File: src/rtl/pwrseq_pkg.sv
package pwrseq_pkg;

  typedef enum logic [2:0] {
    ST_IDLE,
    ST_SETTLE,
    ST_CAL,
    ST_FLOAD,
    ST_LOCK
  } seq_st_e;

  localparam int              WARN_ABOVE_MHZ = 175;
  localparam logic [3:0]      TAP_SEL_VAL    = 4'd2;

  // Banded DLL frequency code; shared boundaries go to the faster band.
  function automatic logic [2:0] band_code(input int mhz);
    if (mhz >= 170 && mhz <= 200)      return 3'd0;
    else if (mhz >= 140 && mhz < 170)  return 3'd1;
    else if (mhz >= 110 && mhz < 140)  return 3'd2;
    else if (mhz >= 80  && mhz < 110)  return 3'd3;
    else if (mhz >= 50  && mhz < 80)   return 3'd4;
    else                               return 3'd0;
  endfunction

  function automatic logic over_rate(input int mhz);
    return mhz > WARN_ABOVE_MHZ;
  endfunction

endpackage

File: src/rtl/pwrseq_sync.sv
module pwrseq_sync #(
  parameter int W = 2
) (
  input  logic         clk,
  input  logic         rst_n,
  input  logic [W-1:0] d_async,
  output logic [W-1:0] q_sync
);
  for (genvar i = 0; i < W; i++) begin : g_bit
    logic ff1, ff2;
    always_ff @(posedge clk or negedge rst_n) begin
      if (!rst_n) begin
        ff1 <= 1'b0;
        ff2 <= 1'b0;
      end else begin
        ff1 <= d_async[i];
        ff2 <= ff1;
      end
    end
    assign q_sync[i] = ff2;
  end
endmodule

File: src/rtl/pwrseq_timer.sv
module pwrseq_timer #(
  parameter int DIV   = 100,
  parameter int CNT_W = 16
) (
  input  logic             clk,
  input  logic             rst_n,
  input  logic             clr,
  input  logic [CNT_W-1:0] limit,
  output logic             tick,
  output logic             expired
);
  localparam int PRE_W = (DIV > 1) ? $clog2(DIV) : 1;

  logic [PRE_W-1:0] pre_q;
  logic [CNT_W-1:0] us_q;

  assign tick    = (pre_q == PRE_W'(DIV - 1));
  assign expired = tick && (us_q == limit - CNT_W'(1));

  always_ff @(posedge clk or negedge rst_n) begin
    if (!rst_n) begin
      pre_q <= '0;
      us_q  <= '0;
    end else if (clr) begin
      pre_q <= '0;
      us_q  <= '0;
    end else if (tick) begin
      pre_q <= '0;
      us_q  <= us_q + CNT_W'(1);
    end else begin
      pre_q <= pre_q + PRE_W'(1);
    end
  end
endmodule

File: src/rtl/pwrseq_fsm.sv
module pwrseq_fsm
  import pwrseq_pkg::*;
#(
  parameter int RATE_W          = 10,
  parameter int CNT_W           = 16,
  parameter int SETTLE_US       = 5,
  parameter int CAL_TIMEOUT_US  = 50,
  parameter int LOCK_TIMEOUT_US = 50000
) (
  input  logic              clk,
  input  logic              rst_n,
  input  logic              req_valid,
  input  logic              req_on,
  input  logic [RATE_W-1:0] clk_rate_mhz,
  input  logic              cal_seen,
  input  logic              dll_seen,
  input  logic              expired,
  output logic              tmr_clr,
  output logic [CNT_W-1:0]  tmr_limit,
  output logic              pwr_dn_b,
  output logic              dll_en,
  output logic              txclk_dly_sel,
  output logic              otap_en,
  output logic [3:0]        otap_sel,
  output logic [2:0]        freq_code,
  output logic              seq_done,
  output logic              seq_error,
  output logic              rate_warn
);
  seq_st_e           st;
  logic [RATE_W-1:0] rate_q;

  always_comb begin
    case (st)
      ST_SETTLE: tmr_limit = CNT_W'(SETTLE_US);
      ST_CAL:    tmr_limit = CNT_W'(CAL_TIMEOUT_US);
      ST_LOCK:   tmr_limit = CNT_W'(LOCK_TIMEOUT_US);
      default:   tmr_limit = CNT_W'(1);
    endcase
  end

  // Restart the microsecond base on every phase entry and while idle.
  assign tmr_clr = req_valid || (st == ST_IDLE) || (st == ST_FLOAD) ||
                   ((st == ST_SETTLE) && expired) ||
                   ((st == ST_CAL) && cal_seen);

  always_ff @(posedge clk or negedge rst_n) begin
    if (!rst_n) begin
      st            <= ST_IDLE;
      rate_q        <= '0;
      pwr_dn_b      <= 1'b0;
      dll_en        <= 1'b0;
      txclk_dly_sel <= 1'b0;
      otap_en       <= 1'b0;
      otap_sel      <= '0;
      freq_code     <= '0;
      seq_done      <= 1'b0;
      seq_error     <= 1'b0;
      rate_warn     <= 1'b0;
    end else if (req_valid) begin
      pwr_dn_b  <= 1'b0;
      dll_en    <= 1'b0;
      seq_done  <= !req_on;
      seq_error <= 1'b0;
      rate_warn <= req_on && over_rate(int'(clk_rate_mhz));
      if (req_on) begin
        rate_q        <= clk_rate_mhz;
        txclk_dly_sel <= 1'b1;
        otap_en       <= 1'b1;
        otap_sel      <= TAP_SEL_VAL;
        st            <= ST_SETTLE;
      end else begin
        st <= ST_IDLE;
      end
    end else begin
      case (st)
        ST_SETTLE: begin
          if (expired) begin
            pwr_dn_b <= 1'b1;
            st       <= ST_CAL;
          end
        end
        ST_CAL: begin
          if (cal_seen) begin
            freq_code <= band_code(int'(rate_q));
            st        <= ST_FLOAD;
          end else if (expired) begin
            seq_error <= 1'b1;
            st        <= ST_IDLE;
          end
        end
        ST_FLOAD: begin
          dll_en <= 1'b1;
          if (rate_q == '0) begin
            seq_done <= 1'b1;
            st       <= ST_IDLE;
          end else begin
            st <= ST_LOCK;
          end
        end
        ST_LOCK: begin
          if (dll_seen) begin
            seq_done <= 1'b1;
            st       <= ST_IDLE;
          end else if (expired) begin
            seq_error <= 1'b1;
            st        <= ST_IDLE;
          end
        end
        default: ;
      endcase
    end
  end
endmodule

File: src/rtl/phy_pwrseq.sv
module phy_pwrseq #(
  parameter int SYS_CLK_MHZ     = 100,
  parameter int RATE_W          = 10,
  parameter int SETTLE_US       = 5,
  parameter int CAL_TIMEOUT_US  = 50,
  parameter int LOCK_TIMEOUT_US = 50000
) (
  input  logic              clk,
  input  logic              rst_n,
  input  logic              req_valid,
  input  logic              req_on,
  input  logic [RATE_W-1:0] clk_rate_mhz,
  input  logic              cal_done_async,
  input  logic              dll_ready_async,
  output logic              pwr_dn_b,
  output logic              dll_en,
  output logic              txclk_dly_sel,
  output logic              otap_en,
  output logic [3:0]        otap_sel,
  output logic [2:0]        freq_code,
  output logic              seq_done,
  output logic              seq_error,
  output logic              rate_warn
);
  localparam int MAX_A  = (SETTLE_US > CAL_TIMEOUT_US) ? SETTLE_US : CAL_TIMEOUT_US;
  localparam int MAX_US = (MAX_A > LOCK_TIMEOUT_US) ? MAX_A : LOCK_TIMEOUT_US;
  localparam int CNT_W  = $clog2(MAX_US + 1);

  logic [1:0]       stat_s;
  logic             cal_seen;
  logic             dll_seen;
  logic             tick;
  logic             expired;
  logic             tmr_clr;
  logic [CNT_W-1:0] tmr_limit;

  pwrseq_sync #(.W(2)) u_sync (
    .clk     (clk),
    .rst_n   (rst_n),
    .d_async ({dll_ready_async, cal_done_async}),
    .q_sync  (stat_s)
  );

  assign cal_seen = stat_s[0];
  assign dll_seen = stat_s[1];

  pwrseq_timer #(.DIV(SYS_CLK_MHZ), .CNT_W(CNT_W)) u_timer (
    .clk     (clk),
    .rst_n   (rst_n),
    .clr     (tmr_clr),
    .limit   (tmr_limit),
    .tick    (tick),
    .expired (expired)
  );

  pwrseq_fsm #(
    .RATE_W          (RATE_W),
    .CNT_W           (CNT_W),
    .SETTLE_US       (SETTLE_US),
    .CAL_TIMEOUT_US  (CAL_TIMEOUT_US),
    .LOCK_TIMEOUT_US (LOCK_TIMEOUT_US)
  ) u_fsm (
    .clk           (clk),
    .rst_n         (rst_n),
    .req_valid     (req_valid),
    .req_on        (req_on),
    .clk_rate_mhz  (clk_rate_mhz),
    .cal_seen      (cal_seen),
    .dll_seen      (dll_seen),
    .expired       (expired),
    .tmr_clr       (tmr_clr),
    .tmr_limit     (tmr_limit),
    .pwr_dn_b      (pwr_dn_b),
    .dll_en        (dll_en),
    .txclk_dly_sel (txclk_dly_sel),
    .otap_en       (otap_en),
    .otap_sel      (otap_sel),
    .freq_code     (freq_code),
    .seq_done      (seq_done),
    .seq_error     (seq_error),
    .rate_warn     (rate_warn)
  );
endmodule

File: config.mk
export PLATFORM = sky130hd
export DESIGN_NAME = phy_pwrseq
export DESIGN_NICKNAME = d
export VERILOG_FILES = /design/src/rtl/pwrseq_pkg.sv /design/src/rtl/pwrseq_sync.sv /design/src/rtl/pwrseq_timer.sv /design/src/rtl/pwrseq_fsm.sv /design/src/rtl/phy_pwrseq.sv
export SDC_FILE = /design/constraint.sdc
export NUM_CORES = 1
export LEC_CHECK = 0
export ABC_AREA = 1
export BUFFER_PORTS_ARGS = -buffer_cell sky130_fd_sc_hd__buf_2
export CAP_MARGIN = 10
export CELL_PAD_IN_SITES_DETAIL_PLACEMENT = 1
export CELL_PAD_IN_SITES_GLOBAL_PLACEMENT = 1
export CORE_MARGIN = 2
export CORE_UTILIZATION = 47
export DETAILED_ROUTE_END_ITERATION = 16
export PLACE_DENSITY = 0.86
export SETUP_SLACK_MARGIN = 0.15
export SYNTH_ARGS = -nofsm -noshare
export SYNTH_HDL_FRONTEND = slang
export SYNTH_SLANG_ARGS = --single-unit
File: constraint.sdc
create_clock -name clk -period 3.78 [get_ports clk]
set_input_delay 0.567 -clock clk [delete_from_list [all_inputs] [get_ports clk]]
set_output_delay 0.567 -clock clk [all_outputs]
set_load 0.02 [all_outputs]
; After elaboration in Yosys (flattened, before gate mapping)
; Index checks and enable logic that the tools add are counted.
[totals]
ff_bits = 49
output_inout_bits = 14
wordCells = 102
[classes]
n_addsub = 3
n_lt_le_gt_ge = 11
n_eq_ne = 11
n_mux = 32
bitwise = 1
reduce_logical = 29
[op_table]
columns = operator, n
row1 = one-hot mux 16 bit (3 select lines), 1
row2 = 2-to-1 mux 3 bit, 11
row3 = 2-to-1 mux 16 bit, 2
row4 = greater-or-equal comparator 10 x 7 -> 1 bit (second input constant), 2
row5 = greater-or-equal comparator 10 x 8 -> 1 bit (second input constant), 2
row6 = < comparator 10 x 7 -> 1 bit (second input constant), 2
row7 = < comparator 10 x 8 -> 1 bit (second input constant), 2
row8 = adder 16 x 1 -> 16 bit (second input constant), 1
row9 = == test 16 bit, 1
row10 = subtractor 16 x 1 -> 16 bit (second input constant), 1
row11 = 2-to-1 mux 7 bit, 2
row12 = 2-to-1 mux 1 bit, 13
row13 = inequality test 3 bit (second input constant), 4
row14 = one-hot mux 3 bit (4 select lines), 1
row15 = greater-or-equal comparator 10 x 6 -> 1 bit (second input constant), 1
row16 = greater-than comparator 10 x 8 -> 1 bit (second input constant), 1
row17 = less-or-equal comparator 10 x 8 -> 1 bit (second input constant), 1
row18 = zero test 10 bit, 1
row19 = logical AND 1 bit, 9
row20 = AND reduction 3 bit, 3
row21 = nonzero test 2 bit, 4
row22 = adder 7 x 1 -> 7 bit (second input constant), 1
row23 = == test 7 bit (second input constant), 1
row24 = == test 3 x 2 -> 1 bit (second input constant), 2
row25 = other kinds (11), 18

; Logic depth before layout (Yosys ltp)
; Gate-level depths: netlist of the first run.
[logic_depth]
ltp_word = 9
depth_mapped = 19
mapped_depth_nobuf = 18

; By module
; A second synthesis of the first run with hierarchy kept.
[unflattened]
hier_cells = 463
area_unflattened_um2 = 3261.9
[by_module_without_submodules]
columns = mod, n_inst, cells_per_inst, area_per_inst_um2, seq_area_each_um2
row1 = pwrseq_timer, 1, 284, 1866.8, 575.6
row2 = pwrseq_fsm, 1, 173, 1280.0, 550.5
row3 = pwrseq_sync, 1, 6, 115.1, 100.1

; Worst setup path before layout of the first run
; Ideal clock, no wire load.
[synth_timing]
path_type = register -> register
from = register u_fsm.st[1]
to = register u_timer.us_q[5]
setup_time_ps = 118
arrival_ps = 2323
slack_ps = 1339
stages_incl_launch_ff = 18
n_path_buf = 1
path_cell_list = dfrtp_1 > nor2_2 > nand2_4 > nand2_4 > ha_1 > nand3_1 > ha_1 > inv_1 > nand2_1 > nand2_1 > nand2_1 > nor2_1 > nand2_1 > nor2_2 > nand4_4 > nand2_2 > buf_6 > nor2_1
[synth_via]
elab_chain_len = 9
word_cells_on_any_way = 17
cone_classes = 1 x add/sub / 5 x eq/ne / 2 x mux / 9 x reduce/logical
[synth_rtl]
columns = element, line
row1 = "start, declared", pwrseq_fsm.sv:30  ; seq_st_e st;
row2 = "start signal, assigned", pwrseq_fsm.sv:49  ; st <= ST_IDLE;
row3 = "start signal, assigned", pwrseq_fsm.sv:71  ; st <= ST_SETTLE;
row4 = "start signal, assigned", pwrseq_fsm.sv:73  ; st <= ST_IDLE;
row5 = "== test 3 bit, or another cell as far along", pwrseq_fsm.sv:34  ; case (st)
row6 = one-hot mux 16 bit (3 select lines), pwrseq_fsm.sv:34
row7 = subtractor 16 x 1 -> 16 bit, pwrseq_timer.sv:18  ; assign expired = tick && (us_q == limit - CNT_W'(1));
row8 = == test 16 bit, pwrseq_timer.sv:18
row9 = logical AND 1 bit, pwrseq_timer.sv:18
row10 = logical AND 1 bit, pwrseq_fsm.sv:44  ; ((st == ST_SETTLE) && expired) ||
row11 = logical OR 1 bit, pwrseq_fsm.sv:43  ; assign tmr_clr = req_valid || (st == ST_IDLE) || (st == ST_FLOAD) ||
row12 = logical OR 1 bit (*), pwrseq_fsm.sv:44
row13 = 2-to-1 mux 16 bit or nonzero test 2 bit (tied branches), n/a
row14 = "end signal, assigned", pwrseq_timer.sv:29  ; us_q <= us_q + CNT_W'(1);
row15 = "end, declared", pwrseq_timer.sv:15  ; logic [CNT_W-1:0] us_q;
; Every way passes the cells marked *; elsewhere a longest branch is shown, timed or not.
; A chain may end at the register's enable or synchronous reset.

; Worst setup path after layout of the first run
; Ends and elaborated chain as after synthesis.

==> reports/qor.tcl, run 1 <==
set qor(most_common_library_cell_in_the_layout_ignoring_fill_and_taps) {sky130_fd_sc_hd__nand2_1}
set qor(slew_violations) 0
set qor(timing.critical_path.cells) {nor2_2 > nand2_4 > nand2_4 > ha_1 > nand3_1 > ha_1 > inv_1 > nand2_1 > nand2_1 > nand2_1 > nor2_1 > nand2_1 > nor2_2 > nand4_4 > nand2_2 > nor2_1}
set qor(synthesis_to_layout_area_growth_pct) 9.855
set qor(finalSetupViolCount) 0
set qor(postSynthRegisterBits) 49
set qor(synth_cell_types) 39
set qor(chipWidth_um) 83.16
set qor(grt_max_degree) 28
set qor(placed_area_um2) 3119
set qor(final_hold_viol_count) 0
set qor(worst_pin_slew_ns) 0.6521
set qor(netlist_instances) 392
set qor(totalWireLength_um) 7900
set qor(synth_sequential_area_ratio) 0.4163
set qor(critical_path.top_delay_family) {simple AND/OR/NAND/NOR gates}
set qor(max_cap_violations) 0
set qor(yosys_warnings) 0
set qor(grt_pass1_vias) 2869
set qor(grt_most_used_layer) {met2}
set qor(max-vdd-ir-drop_v) 0.0002801
set qor(clkSinkCount) 49
set qor(worst_setup_hold_path_clk_slew_ns) 0.09
set qor(grt_util_all_layers) 0.2431
set qor(slew_headroom) 0.5619
set qor(multi_input_area_um2) 1455
set qor(avgRoutedWirePerCell_um) 15.99
set qor(grt.overflow.total) 0
set qor(detailroute.via_count) 2646
set qor(post_cts_setup_bufs) 0
set qor(crit_top_cell) {sky130_fd_sc_hd__nand2_1}
set qor(die_height_um) 83.16
set qor(finClkSkew_ns) 0.005611
set qor(critPathSlowestCell) {sky130_fd_sc_hd__dfrtp_1}
set qor(ratio_of_routed_vias_to_standard_cells) 5.356
set qor(worst_ep_required_time_ns) 3.96
set qor(drtAntennaViolNets) 0
set qor(final_routed_drc_violation_total) 0
set qor(starting_density_of_the_core) 0.4916
set qor(placeableCoreArea_um2) 5991
set qor(num_ports) 30
set qor(cts_htree_levels) 2
set qor(cts-root-buf) {sky130_fd_sc_hd__clkbuf_8}
set qor(place_congestion) 0.8282
set qor(min_period_over_period) 0.7588
set qor(hold_path.class) {in2async}
set qor(layout.filler_cells) 767
set qor(share_of_post_route_cells_with_drive_strength_above_1) 0.1408
set qor(crit_buf_inv) 1
set qor(portBuffers) 26
set qor(grtUsageMet2) 0.4194
set qor(totalPowerFinal_mw) 1.667
set qor(power_leakage_nw) 1.600
set qor(worstSetupEndpointType) {register}
set qor(grt_setup_unrepaired) {false}
set qor(netlist_area_um2) 2945
set qor(power_density_nw_per_um2) 515.1
set qor(crit_type) {reg2reg}
set qor(fp-row-count) 28
set qor(initial_antenna_violation_count) 0
set qor(cts_repair_resize_count) 0
set qor(finalWorstPathRequiredPeriod_ns) 2.868
set qor(tritoncts) {yes}
set qor(grt_pass1_wl_um) 13630
set qor(cts_made_buffers) 5
set qor(crit_path_start_kind) {register}
set qor(final_nets) 440
set qor(antenna_cells_inserted) 0
set qor(met1_capacity_usage_during_global_routing) 0.3156
set qor(postCtsHoldBufs) 0
set qor(drt_first_iter_violations) 156
set qor(totalNegativeSetupSlack_ns) 0
set qor(cts.path.max_buffers) 2
set qor(critical-path-max-stage-delay_ns) 0.48
set qor(hpwl_after_dpl_um) 6044
set qor(worst_ep_arrival_time_ns) 3.05
set qor(path_max_fanout) 13
set qor(achievable_freq_ghz) 0.3486
set qor(insertion_delay_ns) 0.30
set qor(groute.layer.met3.usage) 0.03579
set qor(postSynthAreaPerCell_um2) 7.514
set qor(outcome) {complete, no violations}
set qor(die_area_um2) 6916
set qor(fin_hold_ws_ns) 0.2291
set qor(final_area_um2) 3236
set qor(final_cell_mix) {sky130_fd_sc_hd__nand2_1 (88), sky130_fd_sc_hd__nor2_1 (60), sky130_fd_sc_hd__inv_1 (49), sky130_fd_sc_hd__dfrtp_1 (49), sky130_fd_sc_hd__buf_2 (26)}
set qor(register_area_um2) 1226
set qor(drt_first_pass_iters) 4
[path summary, 6_finish.rpt]
path | cells past startpoint | endpoint | slack (ns) | startpoint
min | 1 | u_timer.pre_q[3]$_DFF_PN0_ | 0.23 | rst_n
max | 16 | u_timer.us_q[5]$_DFFE_PN0P_ | 0.91 | u_fsm.st[1]$_DFFE_PN0P_
max reg2reg | 16 | u_timer.us_q[5]$_DFFE_PN0P_ | 0.91 | u_fsm.st[1]$_DFFE_PN0P_
min in group clk | 0 | u_sync.g_bit[0].ff2$_DFF_PN0_ | 0.35 | u_sync.g_bit[0].ff1$_DFF_PN0_
min reg2reg | 0 | u_sync.g_bit[0].ff2$_DFF_PN0_ | 0.35 | u_sync.g_bit[0].ff1$_DFF_PN0_
max in group asynchronous | 2 | u_fsm.rate_q[1]$_DFFE_PN0P_ | 2.80 | rst_n
[registers in the layout (all words and copies together) (netlist names)]
register	cells
u_timer.us_q	16
u_fsm.rate_q	10
u_timer.pre_q	7
u_fsm.freq_code	3
u_fsm.st	3
u_sync.g_bit.ff1	2
u_sync.g_bit.ff2	2
u_fsm.dll_en	1
u_fsm.pwr_dn_b	1
u_fsm.rate_warn	1
u_fsm.seq_done	1
u_fsm.seq_error	1
u_fsm.txclk_dly_sel	1
[per-stage QoR]
stage	setup slack, ns	util	cells
floorplan	1.339	-	394
global placement	1.054	0.5207	486
detailed placement	0.8689	0.5207	486
CTS	0.8838	0.5401	494
global route	0.6589	0.5401	494
finish	0.9117	0.5401	494
[cells in the mapped netlist]
master,count,area share
sky130_fd_sc_hd__a211oi_1,2,0.0051
sky130_fd_sc_hd__a21o_1,2,0.0051
sky130_fd_sc_hd__a21oi_1,12,0.020
sky130_fd_sc_hd__a21oi_2,1,0.0030
sky130_fd_sc_hd__buf_2,1,0.0017
sky130_fd_sc_hd__buf_4,5,0.013
sky130_fd_sc_hd__buf_6,1,0.0038
sky130_fd_sc_hd__clkbuf_1,3,0.0038
sky130_fd_sc_hd__conb_1,2,0.0025
sky130_fd_sc_hd__dfrtp_1,49,0.42
sky130_fd_sc_hd__ha_1,6,0.025
sky130_fd_sc_hd__inv_1,49,0.062
sky130_fd_sc_hd__inv_2,6,0.0076
sky130_fd_sc_hd__nand2_1,88,0.11
sky130_fd_sc_hd__nand2_2,2,0.0042
sky130_fd_sc_hd__nand2_4,2,0.0076
sky130_fd_sc_hd__nand3_1,20,0.034
sky130_fd_sc_hd__nand3_2,2,0.0068
sky130_fd_sc_hd__nand3_4,1,0.0059
sky130_fd_sc_hd__nand3b_1,1,0.0025
sky130_fd_sc_hd__nand3b_2,1,0.0038
sky130_fd_sc_hd__nand4_1,11,0.023
sky130_fd_sc_hd__nand4_4,1,0.0072
sky130_fd_sc_hd__nor2_1,60,0.076
sky130_fd_sc_hd__nor2_2,2,0.0042
sky130_fd_sc_hd__nor2_4,1,0.0038
sky130_fd_sc_hd__nor3_1,13,0.022
sky130_fd_sc_hd__nor3_2,1,0.0034
sky130_fd_sc_hd__nor3b_1,3,0.0076
sky130_fd_sc_hd__nor4_1,1,0.0021
sky130_fd_sc_hd__nor4_4,1,0.0072
sky130_fd_sc_hd__o2111ai_1,1,0.0030
sky130_fd_sc_hd__o21ai_0,15,0.025
sky130_fd_sc_hd__o21ai_1,6,0.010
sky130_fd_sc_hd__o21ai_2,1,0.0030
sky130_fd_sc_hd__o31ai_1,1,0.0025
sky130_fd_sc_hd__or2_2,3,0.0064
sky130_fd_sc_hd__xnor2_1,4,0.012
sky130_fd_sc_hd__xor2_1,11,0.033
[worst register-to-register path, cell delays in order (launching register included)]
cell and delay, ns:
sky130_fd_sc_hd__dfrtp_1 0.48, sky130_fd_sc_hd__nor2_2 0.25, sky130_fd_sc_hd__nand2_4 0.15, sky130_fd_sc_hd__nand2_4 0.14
sky130_fd_sc_hd__ha_1 0.18, sky130_fd_sc_hd__nand3_1 0.09, sky130_fd_sc_hd__ha_1 0.33, sky130_fd_sc_hd__inv_1 0.07
sky130_fd_sc_hd__nand2_1 0.05, sky130_fd_sc_hd__nand2_1 0.06, sky130_fd_sc_hd__nand2_1 0.05, sky130_fd_sc_hd__nor2_1 0.08
sky130_fd_sc_hd__nand2_1 0.06, sky130_fd_sc_hd__nor2_2 0.17, sky130_fd_sc_hd__nand4_4 0.19, sky130_fd_sc_hd__nand2_2 0.31
sky130_fd_sc_hd__nor2_1 0.10
[logic make-up after synthesis]
group / after synthesis / synth area share
simple gates: 214 / 0.3411
buf+inv: 65 / 0.09218
flops: 49 / 0.4163
compound gates: 41 / 0.07774
xor+xnor: 15 / 0.04460
fa+ha+maj: 6 / 0.02549
other cells: 2 / 0.002550
[cell type report]
class                   count  share of cell area
inverters                  55             0.06381
clock buffers               7             0.02668
repair buffers             27             0.04254
well taps                  75             0.02900
multi-input cells         280              0.4497
flip-flops and latches     49              0.3790
clock inverters             1            0.009281
[power by group]
part           total, mW  switching (mW)  internal, mW  leakage [nW]
Sequential         0.637          0.0590         0.578         0.642
Combinational      0.644           0.433         0.211         0.899
Clock              0.386           0.170         0.216        0.0585
[per-layer routing]
metal  vias up  share of wire
met5         -              0
met4         0          0.017
met3        16          0.027
met2        59           0.50
met1      1278           0.45
li1       1293              -
Power figures use the tool's default switching activity.
==> inputs of run 2 (changes only) <==
--- a/config.mk
+++ b/config.mk
@@ -5,15 +5,15 @@
 export SDC_FILE = /design/constraint.sdc
 export NUM_CORES = 1
 export LEC_CHECK = 0
-export ABC_AREA = 1
+export ABC_AREA = 0
 export BUFFER_PORTS_ARGS = -buffer_cell sky130_fd_sc_hd__buf_2
 export CAP_MARGIN = 10
 export CELL_PAD_IN_SITES_DETAIL_PLACEMENT = 1
 export CELL_PAD_IN_SITES_GLOBAL_PLACEMENT = 1
 export CORE_MARGIN = 2
-export CORE_UTILIZATION = 47
+export CORE_UTILIZATION = 46
 export DETAILED_ROUTE_END_ITERATION = 16
-export PLACE_DENSITY = 0.86
+export PLACE_DENSITY = 0.81
 export SETUP_SLACK_MARGIN = 0.15
 export SYNTH_ARGS = -nofsm -noshare
 export SYNTH_HDL_FRONTEND = slang
==> constraint.sdc (replaced) <==
create_clock -name clk -period 2.77 [get_ports clk]
set_input_delay 0.4155 -clock clk [delete_from_list [all_inputs] [get_ports clk]]
set_output_delay 0.4155 -clock clk [all_outputs]
set_load 0.02 [all_outputs]
==> reports/qor.tcl, run 2 <==
set qor(final_routed_drc_violation_total) 0 ;# unchanged
set qor(synth_largest_type_area_fraction) 0.4404 ;# +0.02414
set qor(clkSinkCount) 49 ;# unchanged
set qor(hold_path.class) {in2async}
set qor(r2r_slack_ns) -0.07 ;# -0.98 ns
set qor(largest_register_ffs) 16 ;# unchanged
set qor(synthMostInstantiatedCell) {sky130_fd_sc_hd__dfrtp_1}
set qor(drt_first_iter_violations) 104 ;# -33%
set qor(hpwl_after_dpl_um) 4834 ;# -20%
set qor(placeableCoreArea_um2) 5886 ;# -1.8%
set qor(synth_sequential_area_ratio) 0.4404 ;# +0.02414
set qor(grt_pass1_wl_um) 11480 ;# -16%
set qor(min_period_over_period) 1.024 ;# +0.2647
set qor(worst_setup_hold_path_clk_slew_ns) 0.10 ;# about the same
set qor(synth_mux_area_frac) 0.05483 ;# +0.05483
set qor(power_density_nw_per_um2) 442.8 ;# -14%
set qor(synth.top_cells.by_count) {sky130_fd_sc_hd__dfrtp_1 (49), sky130_fd_sc_hd__nor3_1 (27), sky130_fd_sc_hd__nor2_1 (22)}
set qor(cts_htree_levels) 2 ;# unchanged
set qor(final.setup.worst_slack_ns) -0.06512 ;# -0.9768 ns
set qor(grt.overflow.total) 0 ;# unchanged
set qor(die_height_um) 81.80 ;# -1.6%
set qor(final_cell_mix) {sky130_fd_sc_hd__dfrtp_1 (46), sky130_fd_sc_hd__nor3_1 (26), sky130_fd_sc_hd__buf_2 (26), sky130_fd_sc_hd__nor2_1 (22), sky130_fd_sc_hd__xnor2_1 (17)}
set qor(top_reg_by_flops) {u_timer.us_q}
set qor(finClkSkew_ns) 0.01054 ;# +0.004931 ns
set qor(worst-r2r-cell-count) 12 ;# -4
set qor(die_area_um2) 6690 ;# -3.3%
set qor(portBuffers) 26 ;# unchanged
set qor(totalWireLength_um) 7187 ;# -9.0%
set qor(cts.path.max_buffers) 2 ;# unchanged
set qor(tritoncts) {yes}
set qor(share_of_post_route_cells_with_drive_strength_above_1) 0.2776 ;# +0.1368
set qor(totalPowerFinal_mw) 1.457 ;# -13%
set qor(yosys_warnings) 0 ;# unchanged
set qor(main_combinational_cell_family_by_area_after_synthesis) {simple AND/OR/NAND/NOR gates}
set qor(yosys.area.top_type) {sky130_fd_sc_hd__dfrtp_1}
set qor(postSynthAreaPerCell_um2) 9.943 ;# +32%
set qor(path_max_fanout) 8 ;# -5
set qor(grt_max_degree) 50 ;# +79%
set qor(insertion_delay_ns) 0.30 ;# about the same
set qor(number_of_enable_type_register_cells_in_the_synthesized_netlist) 0 ;# unchanged
set qor(outcome) {finished, violations left}
set qor(netlist_area_um2) 2784 ;# -5.5%
set qor(final-instance-count-excl-fill) 392 ;# -21%
set qor(grt_util_all_layers) 0.2254 ;# -0.01770
set qor(most_common_library_cell_in_the_layout_ignoring_fill_and_taps) {sky130_fd_sc_hd__dfrtp_1}
set qor(num_ports) 30 ;# unchanged
set qor(r2r-start) {u_fsm.st[2]$_DFFE_PN0P_}
set qor(postCtsHoldBufs) 0 ;# unchanged
set qor(drtAntennaViolNets) 0 ;# unchanged
set qor(power_leakage_nw) 1.383 ;# -14%
set qor(postSynthRegisterBits) 49 ;# unchanged
set qor(detailroute.via_count) 2245 ;# -15%
set qor(crit_type) {reg2reg}
set qor(final_area_um2) 3291 ;# +1.7%
set qor(worst_ep_arrival_time_ns) 3.01 ;# -0.04 ns
set qor(grt_setup_unrepaired) {true}
set qor(chipWidth_um) 81.80 ;# -1.6%
set qor(synthesis_to_layout_area_growth_pct) 18.20
set qor(dp_cells) 377 ;# -22%
set qor(ratio_of_routed_vias_to_standard_cells) 5.727 ;# +6.9%
set qor(worst_setup_path_startpoint) {u_fsm.st[2]$_DFFE_PN0P_}
set qor(max-vdd-ir-drop_v) 0.0002925 ;# +4.4%
set qor(slew_headroom) 0.5733 ;# +0.01139
set qor(synth_simple_gate_area_frac) 0.2481 ;# -0.09303
set qor(finalWorstPathRequiredPeriod_ns) 2.835 ;# -0.03315 ns
set qor(starting_density_of_the_core) 0.4730 ;# -0.01864
set qor(failed_checks) {setup timing}
set qor(multi_input_area_um2) 1475 ;# +1.4%
set qor(max_cap_violations) 0 ;# unchanged
set qor(worst_pin_slew_ns) 0.6401 ;# -0.01207 ns
set qor(antenna_cells_inserted) 0 ;# unchanged
set qor(cts_made_buffers) 5 ;# unchanged
set qor(synth_xor_area_frac) 0.08809 ;# +0.04348
set qor(fp-row-count) 28 ;# unchanged
set qor(worstSetupEndpoint) {u_timer.us_q[3]$_DFFE_PN0P_}
set qor(critical_path.reg2reg.endpoint) {u_timer.us_q[3]$_DFFE_PN0P_}
set qor(asyncSetResetFlopFracSynth) 1.000 ;# unchanged
set qor(final_nets) 338 ;# -23%
set qor(placed_area_um2) 3025 ;# -3.0%
set qor(ys.flop_type) {sky130_fd_sc_hd__dfrtp_1}
set qor(achievable_freq_ghz) 0.3527 ;# +1.2%
set qor(drt_first_pass_iters) 4 ;# unchanged
set qor(synth-compound-area-share) 0.07461 ;# -0.003133
set qor(grt_pass1_vias) 2362 ;# -18%
set qor(place_congestion) 0.8186 ;# -1.2%
set qor(biggestRegsByFlops) {u_timer.us_q (16), u_fsm.rate_q (10), u_timer.pre_q (7)}
set qor(register_area_um2) 1230 ;# +0.31%
set qor(worst_ep_required_time_ns) 2.94 ;# -1.02 ns
set qor(synth_cell_types) 52 ;# +33%
set qor(slew_violations) 0 ;# unchanged
set qor(pre_cts_ws_ns) -0.06180 ;# -0.9307 ns
set qor(netlist_instances) 280 ;# -29%
set qor(synthTopCellsByArea) {sky130_fd_sc_hd__dfrtp_1 (44%), sky130_fd_sc_hd__xnor2_1 (5.7%), sky130_fd_sc_hd__nor3_1 (4.9%)}
set qor(layout.filler_cells) 648 ;# -16%
set qor(crit_path_start_kind) {register}
set qor(finalSetupViolCount) 18 ;# +18
set qor(final_hold_viol_count) 0 ;# unchanged
set qor(cts-root-buf) {sky130_fd_sc_hd__clkbuf_8}
set qor(worstSetupEndpointType) {register}
set qor(post-route-util) 0.5591 ;# +0.01900
set qor(avgRoutedWirePerCell_um) 18.33 ;# +15%
set qor(post_synth_fa_ha_maj_area_fraction) 0.02697 ;# +0.001478
set qor(initial_antenna_violation_count) 0 ;# unchanged
run 2: worst min path at each step:
stage,endpoint,from,slack (ns)
3_5_place_dp,u_sync.g_bit[1].ff2$_DFF_PN0_,u_sync.g_bit[1].ff1$_DFF_PN0_,0.34
4_1_cts,u_sync.g_bit[0].ff1$_DFF_PN0_,cal_done_async,0.19
3_3_place_gp,u_sync.g_bit[1].ff2$_DFF_PN0_,u_sync.g_bit[1].ff1$_DFF_PN0_,0.33
6_report,u_fsm.rate_q[6]$_DFFE_PN0P_,rst_n,0.20
2_1_floorplan,u_fsm.dll_en$_DFFE_PN0P_,rst_n,0.12
5_1_grt,u_sync.g_bit[0].ff1$_DFF_PN0_,cal_done_async,0.20
run 2: cells by family (layout without fill, tap and decap cells):
logic type | Yosys count | in the layout
flops | 49 | 49
fa+ha+maj | 6 | 6
compound gates | 32 | 32
xor+xnor | 28 | 28
simple gates | 119 | 119
buf+inv | 30 | 65
mux | 14 | 14
other cells | 2 | 4
run 2: through the flow:
| step | hold slack [ns] | TNS, ns |
|---|---|---|
| floorplan | 0.1199 | 0 |
| global placement | 0.3321 | -0.0002369 |
| detailed placement | 0.3394 | -0.3931 |
| CTS | 0.1949 | 0 |
| global route | 0.1986 | -2.322 |
| finish | 0.2047 | -0.7907 |
run 2: routing by layer:
metal  track usage  part of all wire  up-vias
li1              -                 -     1048
met1        0.2833              0.45     1146
met2        0.3951              0.51       40
met3       0.04176             0.027       11
met4       0.06333             0.017        0
met5             0                 0        -
run 2: worst max-delay path, stage by stage, from the launching register on:
cell                        delay, ns
sky130_fd_sc_hd__dfrtp_2         0.46
sky130_fd_sc_hd__xor2_2          0.21
sky130_fd_sc_hd__and2_4          0.18
sky130_fd_sc_hd__ha_4            0.14
sky130_fd_sc_hd__nand3b_1        0.11
sky130_fd_sc_hd__ha_1            0.36
sky130_fd_sc_hd__xor2_2          0.18
sky130_fd_sc_hd__nor4_4          0.21
sky130_fd_sc_hd__nand4_2         0.17
sky130_fd_sc_hd__nor4b_4         0.31
sky130_fd_sc_hd__buf_6           0.17
sky130_fd_sc_hd__clkbuf_16       0.16
sky130_fd_sc_hd__nor3_1          0.05
run 2: report_power, final:
group | switching, mW | total [mW] | internal [mW]
Combinational | 0.0883 | 0.159 | 0.0703
Sequential | 0.0356 | 0.781 | 0.745
Clock | 0.247 | 0.518 | 0.270
run 2: timing repair:
item	in CTS	in global routing
pin swaps	3	4
gates resized for setup	6	8
cloned	0	2
buffers inserted	3	2
endpoints found under the setup margin	18	21
run 2: final cells by class:
class | instances | share of cell area
Clock inverter | 3 | 0.01407
Sequential cell | 49 | 0.3738
Multi-Input combinational cell | 203 | 0.4483
Timing Repair Buffer | 45 | 0.1008
Tap cell | 75 | 0.02852
Clock buffer | 5 | 0.02091
Inverter | 12 | 0.01369
==> inputs of run 3 (changes only) <==
--- a/config.mk
+++ b/config.mk
@@ -18,3 +18,4 @@
 export SYNTH_ARGS = -nofsm -noshare
 export SYNTH_HDL_FRONTEND = slang
 export SYNTH_SLANG_ARGS = --single-unit
+export TNS_END_PERCENT = 20
==> constraint.sdc (replaced) <==
create_clock -name clk -period 3.04 [get_ports clk]
set_input_delay 0.456 -clock clk [delete_from_list [all_inputs] [get_ports clk]]
set_output_delay 0.456 -clock clk [all_outputs]
set_load 0.02 [all_outputs]
==> reports/qor.tcl, run 3 (same netlist as run 2, synthesis figures left out) <==
set qor(num_ports) 30 ;# unchanged
set qor(post-route-util) 0.5466 ;# -0.01254
set qor(totalWireLength_um) 6915 ;# -3.8%
set qor(largest_register_ffs) 16 ;# unchanged
set qor(grt_pass1_vias) 2152 ;# -8.9%
set qor(clkSinkCount) 49 ;# unchanged
set qor(tritoncts) {yes}
set qor(starting_density_of_the_core) 0.4730 ;# unchanged
set qor(initial_antenna_violation_count) 0 ;# unchanged
set qor(totalPowerFinal_mw) 1.265 ;# -13%
set qor(grt_util_all_layers) 0.2060 ;# -0.01941
set qor(drtAntennaViolNets) 0 ;# unchanged
set qor(max_cap_violations) 0 ;# unchanged
set qor(min_period_over_period) 0.9963 ;# -0.02719
set qor(power_leakage_nw) 1.336 ;# -3.3%
set qor(fin_hold_ws_ns) 0.2221 ;# +0.01736 ns
set qor(die_area_um2) 6690 ;# unchanged
set qor(fp-row-count) 28 ;# unchanged
set qor(top_reg_by_flops) {u_timer.us_q}
set qor(final_nets) 334 ;# -1.2%
set qor(die_height_um) 81.80 ;# unchanged
set qor(grt_pass1_wl_um) 10520 ;# -8.4%
set qor(final-instance-count-excl-fill) 388 ;# -1.0%
set qor(outcome) {complete, no violations}
set qor(finClkSkew_ns) 0.009091 ;# -0.001451 ns
set qor(postCtsHoldBufs) 0 ;# unchanged
set qor(final_area_um2) 3217 ;# -2.2%
set qor(slew_violations) 0 ;# unchanged
set qor(share_of_post_route_cells_with_drive_strength_above_1) 0.2620 ;# -0.01562
set qor(finalWorstPathRequiredPeriod_ns) 3.029 ;# +0.1937 ns
set qor(portBuffers) 26 ;# unchanged
set qor(final_cell_mix) {sky130_fd_sc_hd__dfrtp_1 (46), sky130_fd_sc_hd__nor3_1 (26), sky130_fd_sc_hd__buf_2 (26), sky130_fd_sc_hd__nor2_1 (22), sky130_fd_sc_hd__xnor2_1 (18)}
set qor(drt_first_iter_violations) 63 ;# -39%
set qor(slew_headroom) 0.5803 ;# +0.007011
set qor(r2r_slack_ns) 0.01 ;# +0.08 ns
set qor(worstSetupEndpointType) {register}
set qor(max-vdd-ir-drop_v) 0.0003337 ;# +14%
set qor(placed_area_um2) 2975 ;# -1.7%
set qor(hold_path.class) {in2async}
set qor(ratio_of_routed_vias_to_standard_cells) 5.652 ;# -1.3%
set qor(drt_first_pass_iters) 4 ;# unchanged
set qor(chipWidth_um) 81.80 ;# unchanged
set qor(antenna_cells_inserted) 0 ;# unchanged
set qor(cts.path.max_buffers) 2 ;# unchanged
set qor(synthesis_to_layout_area_growth_pct) 15.55
set qor(achievable_freq_ghz) 0.3302 ;# -6.4%
set qor(avgRoutedWirePerCell_um) 17.82 ;# -2.8%
set qor(grt.overflow.total) 0 ;# unchanged
set qor(detailroute.via_count) 2193 ;# -2.3%
set qor(insertion_delay_ns) 0.32 ;# +0.02 ns
set qor(worst_ep_required_time_ns) 3.24 ;# +0.30 ns
set qor(finalSetupViolCount) 0 ;# -18
set qor(crit_type) {reg2reg}
set qor(final_routed_drc_violation_total) 0 ;# unchanged
set qor(worst_ep_arrival_time_ns) 3.22 ;# +0.21 ns
set qor(layout.filler_cells) 662 ;# +2.2%
set qor(cts_htree_levels) 2 ;# unchanged
set qor(final_hold_viol_count) 0 ;# unchanged
set qor(final.setup.worst_slack_ns) 0.01120 ;# +0.07632 ns
set qor(crit_path_start_kind) {register}
set qor(most_common_library_cell_in_the_layout_ignoring_fill_and_taps) {sky130_fd_sc_hd__dfrtp_1}
set qor(place_congestion) 0.8100 ;# -1.1%
set qor(worst_setup_hold_path_clk_slew_ns) 0.10 ;# about the same
set qor(cts-root-buf) {sky130_fd_sc_hd__clkbuf_8}
set qor(grt_setup_unrepaired) {true}
set qor(hpwl_after_dpl_um) 4639 ;# -4.0%
set qor(worst_pin_slew_ns) 0.6296 ;# -0.01052 ns
set qor(pre_cts_ws_ns) 0.07574 ;# +0.1375 ns
set qor(biggestRegsByFlops) {u_timer.us_q (16), u_fsm.rate_q (10), u_timer.pre_q (7)}
set qor(power_density_nw_per_um2) 393.3 ;# -11%
set qor(dp_cells) 375 ;# -0.53%
set qor(cts_made_buffers) 5 ;# unchanged
set qor(grt_max_degree) 50 ;# unchanged
set qor(totalNegativeSetupSlack_ns) 0 ;# +0.7907 ns
set qor(path_max_fanout) 8 ;# unchanged
set qor(placeableCoreArea_um2) 5886 ;# unchanged
[run 3: timing repair]
action,in CTS,in global routing
setup endpoints to repair,18,18
cloned,0,1
pin swaps,1,6
gates resized for setup,3,14
setup buffers,0,4
[run 3: critical path, cell delays in order, from the launching register on]
cell	delay, ns
sky130_fd_sc_hd__dfrtp_2	0.45
sky130_fd_sc_hd__inv_1	0.13
sky130_fd_sc_hd__or3_4	0.42
sky130_fd_sc_hd__nand3b_1	0.15
sky130_fd_sc_hd__ha_4	0.22
sky130_fd_sc_hd__xor2_2	0.17
sky130_fd_sc_hd__nor4_4	0.33
sky130_fd_sc_hd__nand4_2	0.16
sky130_fd_sc_hd__nor4b_4	0.54
sky130_fd_sc_hd__clkbuf_16	0.26
sky130_fd_sc_hd__nor3_1	0.06
[run 3: per-layer routing]
metal / track usage / share of wire
met5: 0 / 0
met4: 0.04000 / 0.017
met3: 0.04286 / 0.026
met2: 0.3650 / 0.52
met1: 0.2602 / 0.44
[run 3: final timing paths]
path / startpoint / end / cells after the start
max reg2reg: u_fsm.st[0]$_DFFE_PN0P_ / u_timer.us_q[5]$_DFFE_PN0P_ / 10
min reg2reg: u_sync.g_bit[1].ff1$_DFF_PN0_ / u_sync.g_bit[1].ff2$_DFF_PN0_ / 0
min: rst_n / u_timer.us_q[15]$_DFFE_PN0P_ / 2
min in group clk: cal_done_async / u_sync.g_bit[0].ff1$_DFF_PN0_ / 1
max: u_fsm.st[0]$_DFFE_PN0P_ / u_timer.us_q[5]$_DFFE_PN0P_ / 10
max in group asynchronous: rst_n / u_fsm.st[2]$_DFFE_PN0P_ / 2
[run 3: where the power goes]
part | total (mW) | switching (mW) | internal, mW | leakage, nW
Sequential | 0.712 | 0.0323 | 0.679 | 0.636
Combinational | 0.134 | 0.0774 | 0.0567 | 0.658
Clock | 0.420 | 0.252 | 0.168 | 0.0423
Total | 1.27 | 0.362 | 0.904 | 1.34
[run 3: final cells by class]
cell class / count / area (um^2) / area share
flip-flops and latches: 49 / 1230 / 0.3823
multi-input cells: 203 / 1476 / 0.4590
inverters: 12 / 45.04 / 0.01400
clock inverters: 3 / 26.28 / 0.008168
clock buffers: 5 / 68.82 / 0.02139
repair buffers: 41 / 276.5 / 0.08596
well taps: 75 / 93.84 / 0.02917
